--- config.mk ---
export PLATFORM = sky130hd
export DESIGN_NAME = tva_walk_entry
export DESIGN_NICKNAME = d
export VERILOG_FILES = /design/src/rtl/tva_pkg.sv /design/src/rtl/tva_topbit.sv /design/src/rtl/tva_limits.sv /design/src/rtl/tva_range.sv /design/src/rtl/tva_walk_entry.sv
export SDC_FILE = /design/constraint.sdc
export NUM_CORES = 1
export LEC_CHECK = 0
export BUFFER_PORTS_ARGS = -buffer_cell sky130_fd_sc_hd__buf_2
export CORE_ASPECT_RATIO = 1.5
export CORE_UTILIZATION = 35
export DETAILED_ROUTE_END_ITERATION = 10
export HOLD_SLACK_MARGIN = 0.06
export PLACE_DENSITY_LB_ADDON = 0.3
export SLEW_MARGIN = 30
export SYNTH_ARGS = -nofsm -noshare
export SYNTH_HDL_FRONTEND = slang
export SYNTH_SLANG_ARGS = --single-unit
--- constraint.sdc ---
create_clock -name clk -period 0.8 [get_ports clk]
set_input_delay 0.2 -clock clk [delete_from_list [all_inputs] [get_ports clk]]
set_output_delay 0.2 -clock clk [all_outputs]
set_load 0.02 [all_outputs]
--- src/rtl/tva_pkg.sv ---
package tva_pkg;

    typedef enum logic [1:0] {
        EL_0 = 2'd0,
        EL_1 = 2'd1,
        EL_2 = 2'd2,
        EL_3 = 2'd3
    } level_e;

    typedef enum logic [1:0] {
        GR_4K  = 2'd0,
        GR_16K = 2'd1,
        GR_64K = 2'd2
    } granule_e;

    function automatic granule_e decode_granule(input logic [1:0] code);
        case (code)
            2'd1:    return GR_16K;
            2'd2:    return GR_64K;
            default: return GR_4K;
        endcase
    endfunction

endpackage

--- src/rtl/tva_topbit.sv ---
module tva_topbit #(
    parameter int VA_W  = 64,
    parameter int TAG_W = 8,
    localparam int IDX_W = $clog2(VA_W)
) (
    input  logic [VA_W-1:0]  va,
    input  tva_pkg::level_e  el,
    input  logic             is_fetch,
    input  logic             host_ext_en,
    input  logic             lo_tag_ign,
    input  logic             hi_tag_ign,
    input  logic             lo_tag_fetch_off,
    input  logic             hi_tag_fetch_off,
    output logic [IDX_W-1:0] top_idx,
    output logic             sel_hi
);
    import tva_pkg::*;

    localparam int TAG_TOP  = VA_W - TAG_W - 1;
    localparam int FULL_TOP = VA_W - 1;

    logic two_halves;
    logic probe_hi;
    logic tag_on;
    logic tag_fetch_off;

    always_comb begin
        two_halves    = (el == EL_0) || (el == EL_1) || ((el == EL_2) && host_ext_en);
        probe_hi      = two_halves ? va[TAG_TOP] : 1'b0;
        tag_on        = probe_hi ? hi_tag_ign : lo_tag_ign;
        tag_fetch_off = probe_hi ? hi_tag_fetch_off : lo_tag_fetch_off;
        if (tag_on && !(is_fetch && tag_fetch_off)) begin
            top_idx = IDX_W'(TAG_TOP);
        end else begin
            top_idx = IDX_W'(FULL_TOP);
        end
        sel_hi = va[top_idx];
    end

endmodule

--- src/rtl/tva_limits.sv ---
module tva_limits #(
    parameter int IN_W      = 7,
    parameter int MAX_STD   = 48,
    parameter int MAX_LARGE = 52,
    parameter int MIN_STD   = 16,
    parameter int MIN_64K   = 17
) (
    input  tva_pkg::granule_e gran,
    input  logic              lva_cap,
    output logic [IN_W-1:0]   min_sz,
    output logic [IN_W-1:0]   max_sz
);
    import tva_pkg::*;

    always_comb begin
        if (lva_cap && (gran == GR_64K)) begin
            max_sz = IN_W'(MAX_LARGE);
        end else begin
            max_sz = IN_W'(MAX_STD);
        end
        if (gran == GR_64K) begin
            min_sz = IN_W'(MIN_64K);
        end else begin
            min_sz = IN_W'(MIN_STD);
        end
    end

endmodule

--- src/rtl/tva_range.sv ---
module tva_range #(
    parameter int VA_W = 64,
    localparam int IDX_W = $clog2(VA_W),
    localparam int IN_W  = IDX_W + 1
) (
    input  logic [VA_W-1:0]  va,
    input  logic [IDX_W-1:0] top_idx,
    input  logic [IN_W-1:0]  size,
    input  logic             want_hi,
    output logic             mismatch
);
    logic [VA_W-1:0] in_field;
    logic [VA_W-1:0] wrong;

    for (genvar i = 0; i < VA_W; i++) begin : g_bit
        assign in_field[i] = (IN_W'(i) >= size) && (IDX_W'(i) <= top_idx);
        assign wrong[i]    = in_field[i] && (va[i] != want_hi);
    end

    assign mismatch = |wrong;

endmodule

--- src/rtl/tva_walk_entry.sv ---
module tva_walk_entry #(
    parameter int VA_W      = 64,
    parameter int SZ_W      = 6,
    parameter int MAX_STD   = 48,
    parameter int MAX_LARGE = 52,
    parameter int MIN_STD   = 16,
    parameter int MIN_64K   = 17,
    localparam int IDX_W    = $clog2(VA_W),
    localparam int IN_W     = IDX_W + 1
) (
    input  logic            clk,
    input  logic            rst_n,
    input  logic            start,
    input  logic [VA_W-1:0] va,
    input  logic [1:0]      el,
    input  logic            is_fetch,
    input  logic [SZ_W-1:0] lo_size,
    input  logic [SZ_W-1:0] hi_size,
    input  logic [1:0]      lo_gran,
    input  logic [1:0]      hi_gran,
    input  logic            lo_walk_off,
    input  logic            hi_walk_off,
    input  logic            host_ext_en,
    input  logic            lo_tag_ign,
    input  logic            hi_tag_ign,
    input  logic            lo_tag_fetch_off,
    input  logic            hi_tag_fetch_off,
    input  logic            lva_cap,
    output logic            done,
    output logic            fault,
    output logic            base_hi,
    output logic [IN_W-1:0] in_size,
    output logic [1:0]      granule
);
    import tva_pkg::*;

    typedef struct packed {
        logic            done;
        logic            fault;
        logic            hi;
        logic [IN_W-1:0] size;
        granule_e        gran;
    } result_t;

    result_t res_d, res_q;

    level_e          el_e;
    logic [IDX_W-1:0] top_idx;
    logic            sel_hi;
    logic [IN_W-1:0] eff_size;
    granule_e        sel_gran;
    logic [IN_W-1:0] min_sz;
    logic [IN_W-1:0] max_sz;
    logic            range_bad;
    logic            size_bad;
    logic            level_bad;

    assign el_e = level_e'(el);

    tva_topbit #(.VA_W(VA_W)) u_topbit (
        .va               (va),
        .el               (el_e),
        .is_fetch         (is_fetch),
        .host_ext_en      (host_ext_en),
        .lo_tag_ign       (lo_tag_ign),
        .hi_tag_ign       (hi_tag_ign),
        .lo_tag_fetch_off (lo_tag_fetch_off),
        .hi_tag_fetch_off (hi_tag_fetch_off),
        .top_idx          (top_idx),
        .sel_hi           (sel_hi)
    );

    always_comb begin
        if (sel_hi) begin
            eff_size = IN_W'(VA_W) - IN_W'(hi_size);
            sel_gran = decode_granule(hi_gran);
        end else begin
            eff_size = IN_W'(VA_W) - IN_W'(lo_size);
            sel_gran = decode_granule(lo_gran);
        end
    end

    tva_limits #(
        .IN_W      (IN_W),
        .MAX_STD   (MAX_STD),
        .MAX_LARGE (MAX_LARGE),
        .MIN_STD   (MIN_STD),
        .MIN_64K   (MIN_64K)
    ) u_limits (
        .gran    (sel_gran),
        .lva_cap (lva_cap),
        .min_sz  (min_sz),
        .max_sz  (max_sz)
    );

    tva_range #(.VA_W(VA_W)) u_range (
        .va       (va),
        .top_idx  (top_idx),
        .size     (eff_size),
        .want_hi  (sel_hi),
        .mismatch (range_bad)
    );

    always_comb begin
        size_bad = (eff_size > max_sz) || (eff_size < min_sz);
        case (el_e)
            EL_0, EL_1: level_bad = sel_hi ? hi_walk_off : lo_walk_off;
            EL_2:       level_bad = sel_hi ? (!host_ext_en || hi_walk_off)
                                           : (host_ext_en && lo_walk_off);
            default:    level_bad = sel_hi;
        endcase
    end

    always_comb begin
        res_d      = res_q;
        res_d.done = start;
        if (start) begin
            res_d.hi    = sel_hi;
            res_d.size  = eff_size;
            res_d.gran  = sel_gran;
            res_d.fault = size_bad || range_bad || level_bad;
        end
    end

    always_ff @(posedge clk or negedge rst_n) begin
        if (!rst_n) begin
            res_q <= '0;
        end else begin
            res_q <= res_d;
        end
    end

    assign done    = res_q.done;
    assign fault   = res_q.fault;
    assign base_hi = res_q.hi;
    assign in_size = res_q.size;
    assign granule = res_q.gran;

    AST_IDLE_NO_DONE: assert property (@(posedge clk) disable iff (!rst_n)
        !start |=> !done);
    AST_ABOVE_LARGE_MAX: assert property (@(posedge clk) disable iff (!rst_n)
        (done && (in_size > IN_W'(MAX_LARGE))) |-> fault);
    AST_STD_MAX_NO_CAP: assert property (@(posedge clk) disable iff (!rst_n)
        (start && !lva_cap) |=> (!(in_size > IN_W'(MAX_STD)) || fault));
    AST_BELOW_MIN: assert property (@(posedge clk) disable iff (!rst_n)
        (done && (in_size < IN_W'(MIN_STD))) |-> fault);
    AST_EL2_NOHOST_HIGH: assert property (@(posedge clk) disable iff (!rst_n)
        (start && (el == 2'd2) && !host_ext_en) |=> (!base_hi || fault));
    AST_EL3_HIGH: assert property (@(posedge clk) disable iff (!rst_n)
        (start && (el == 2'd3)) |=> (!base_hi || fault));

endmodule

==> impl_metrics.ini <==
[timing]
fin_crit_sh = 4.38
max_slew_margin = 0.392
grt_setup_unrepaired = true
skew_ps = 0
tightest_slew_ps = 889
slew_viol_final = 0
hold_violations = 0
finalWorstSetupSlack_ps = -2700
fin_crit_ps = 3500
fmax_mhz = 286
setup_violations = 23

[yosys]
synth_top_family_by_area = compound AO/OA/AOI/OAI gates
ys_warn_count = 0
ys_seq_area_frac = 0.0802
yosys-top-cells-area = dfrtp_1 (8.0%), nor2_1 (6.0%), a21oi_1 (4.7%), xnor2_1 (4.4%), o21ai_0 (4.4%)
synth_cell_type_count = 95
synth_edf_count = 0
syn_nets = 628
synth_compound_area_frac = 0.444
synth.area.mux_share = 0.0642
synth_area_leader_cell = dfrtp_1
synth_seq_cells = 12
async_flop_share = 1.00
yosys.area_share.adder = 0.0127
synth_top_cell_area_share = 0.0802
syn_area_per_cell_um2 = 7.05
synthCells = 531
synthSimpleGateAreaFrac = 0.268
yosys_most_used_dff = dfrtp_1
syn_area_um2 = 3740
synth_xor_area_frac = 0.0562

[critical_path]
arrival_ps = 3620
required_ps = 920
crit_type = in -> reg
endpoint_kind = flop
r2r.worst_path.cells = 4
crit_fanout = 4
startpoint_type = input pin

[hold_path]
hold_depth = 3
hold_class = in -> reg

[layout]
fin_cells = 1000
n_fill_cell = 896
nNetsFinal = 956
fin_area_um2 = 6970
mostFrequentLayoutCells = buf_4 (214), buf_2 (89), nor2_1 (54), nand2_1 (40), buf_6 (37)
syn_to_final_growth_pct = 86.1
layout_commonest_cell = buf_4
drive_above_1_share = 0.522

[floorplanning]
coreArea_um2 = 10200
die_w_um = 86.4
die_h_um = 129
io_pins = 106
die_area_um2 = 11100
rows = 45
initial_core_util = 0.365

[cts]
htree_levels = 1
cts_made_buffers = 3
cts_tree = built
clockRootBuffer = clkbuf_16
clockBufferDepth = 2
clk_latency_ps = 240
numClockSinks = 12
cts.clk_slew.worst_paths_ps = 50

[global_route]
grt_first_pass_wirelength_um = 35500
grt_max_degree = 19
grt_overflow = 0
antenna_found_initial = 1
grt_pass1_vias = 6218
grt_usage = 0.428

[detailed_routing]
wl_met1_um = 8140
wl_met2_um = 11700
top_layer_used = met4
drc = 0
finalWirelength_um = 23700
ant_nets = 0
wl_per_cell_um = 23.7
vias_per_cell = 6.12
vias = 6117
drt-initial-drc-count = 462
route.met3.wl_um = 1540
dr.pass1.iters = 5

[pwr]
vdd_drop_max_v = 0.000744
power.total_mw = 9.31
power_leakage_nw = 3.07
power.density_nw_per_um2 = 1340

[placement]
placed_cell_area_um2 = 5930
dpl.cell_count = 947
gp_congestion = 1.02
portBuffers = 103
dpl.hpwl_um = 18900
post-place-ws_ps = -3340

[status]
status = finished, violations left
violations = negative setup slack

[flow_run]
maxCapViolations = 0
## kinds of logic after synthesis
group | count (synthesis)
xor+xnor | 24
simple gates | 202
mux | 19
compound gates | 210
fa+ha+maj | 4
flops | 12
buf+inv | 60
## routing by layer
layer | vias up | track usage
li1 | 2724 | -
met1 | 2905 | 0.450
met2 | 366 | 0.746
met3 | 122 | 0.0500
met4 | 0 | 0.374
met5 | - | 0
## path summary, 6_finish.rpt
check | start | to | slack [ps]
setup / recovery | host_ext_en | fault$_DFFE_PN0P_ | -2700
hold / removal | hi_gran[0] | granule[0]$_DFFE_PN0P_ | 250
setup reg to reg | in_size[3]$_DFFE_PN0P_ | in_size[3]$_DFFE_PN0P_ | -140
hold reg to reg | granule[1]$_DFFE_PN0P_ | granule[1]$_DFFE_PN0P_ | 540
max in group asynchronous | rst_n | done$_DFF_PN0_ | 160
min in group asynchronous | rst_n | base_hi$_DFFE_PN0P_ | 410
## cells in the mapped netlist, types with 5 or more instances
cell       instances
o2111ai_1          5
o221ai_1           7
xor2_1             5
dfrtp_1           12
o22ai_1            8
o211ai_1           6
nand3_1           24
or3_1              8
nand4_1            7
nor3_1            20
nand2b_1           6
o21ai_2            5
nor4_1             8
a21oi_1           35
mux2i_1            9
xnor2_1           19
a311oi_1           6
a211oi_1           7
a31oi_1           17
clkbuf_1          13
a221oi_1           6
mux2_2             6
nand2_1           41
o21ai_0           33
o31ai_1            5
nor2_1            60
inv_1             25
nand3b_1           6
buf_2             12
## state kept, by name, indices dropped and copies added (netlist names)
| register | cells |
|---|---|
| base_hi | 1 |
| done | 1 |
| fault | 1 |
| granule | 2 |
| in_size | 7 |
## power breakdown
group | leakage (nW) | internal [mW] | switching, mW
combinational | 2.89 | 3.63 | 3.88
clock | 0.0442 | 0.757 | 0.290
sequential | 0.139 | 0.692 | 0.0669
## critical path, stage by stage
cell and delay, ps:
buf_8 100, and2b_2 220, buf_6 130, o22ai_4 120, o2bb2ai_4 140, a21oi_4 230, mux2i_4 320, ha_4 180
inv_2 50, or3_1 360, mux2i_2 210, buf_4 160, and2_4 160, nor2_2 50, o21ai_1 140, a211oi_1 70
or4_1 520, nor4_2 150, a31oi_1 100
## repair_timing
item	in CTS	in global routing
setup endpoints to repair	23	23
pin swaps	24	10
hold buffers	1	0
resized for setup	94	27
setup buffers	39	10
hold endpoints to repair	12	0
## per-stage QoR
stage	util	hold WS, ps	setup TNS, ps
after global routing	0.680	279	-18700
after detailed placement	0.579	96.3	-18800
final	0.680	247	-17900
after global placement	0.579	93.2	-18360
after CTS	0.661	253	-17170
after floorplan	-	-95.6	-16160
## final cells by class
type	count	area (µm²)	area share
timing repair buffer	357	2760	0.397
sequential	12	300	0.0431
clock buffer	4	88.8	0.0128
multi-input combinational	459	3530	0.507
antenna	1	2.50	0.000359
tap	141	176	0.0253
inverter	26	103	0.0147
No activity file was read; power rests on OpenSTA's default activity.
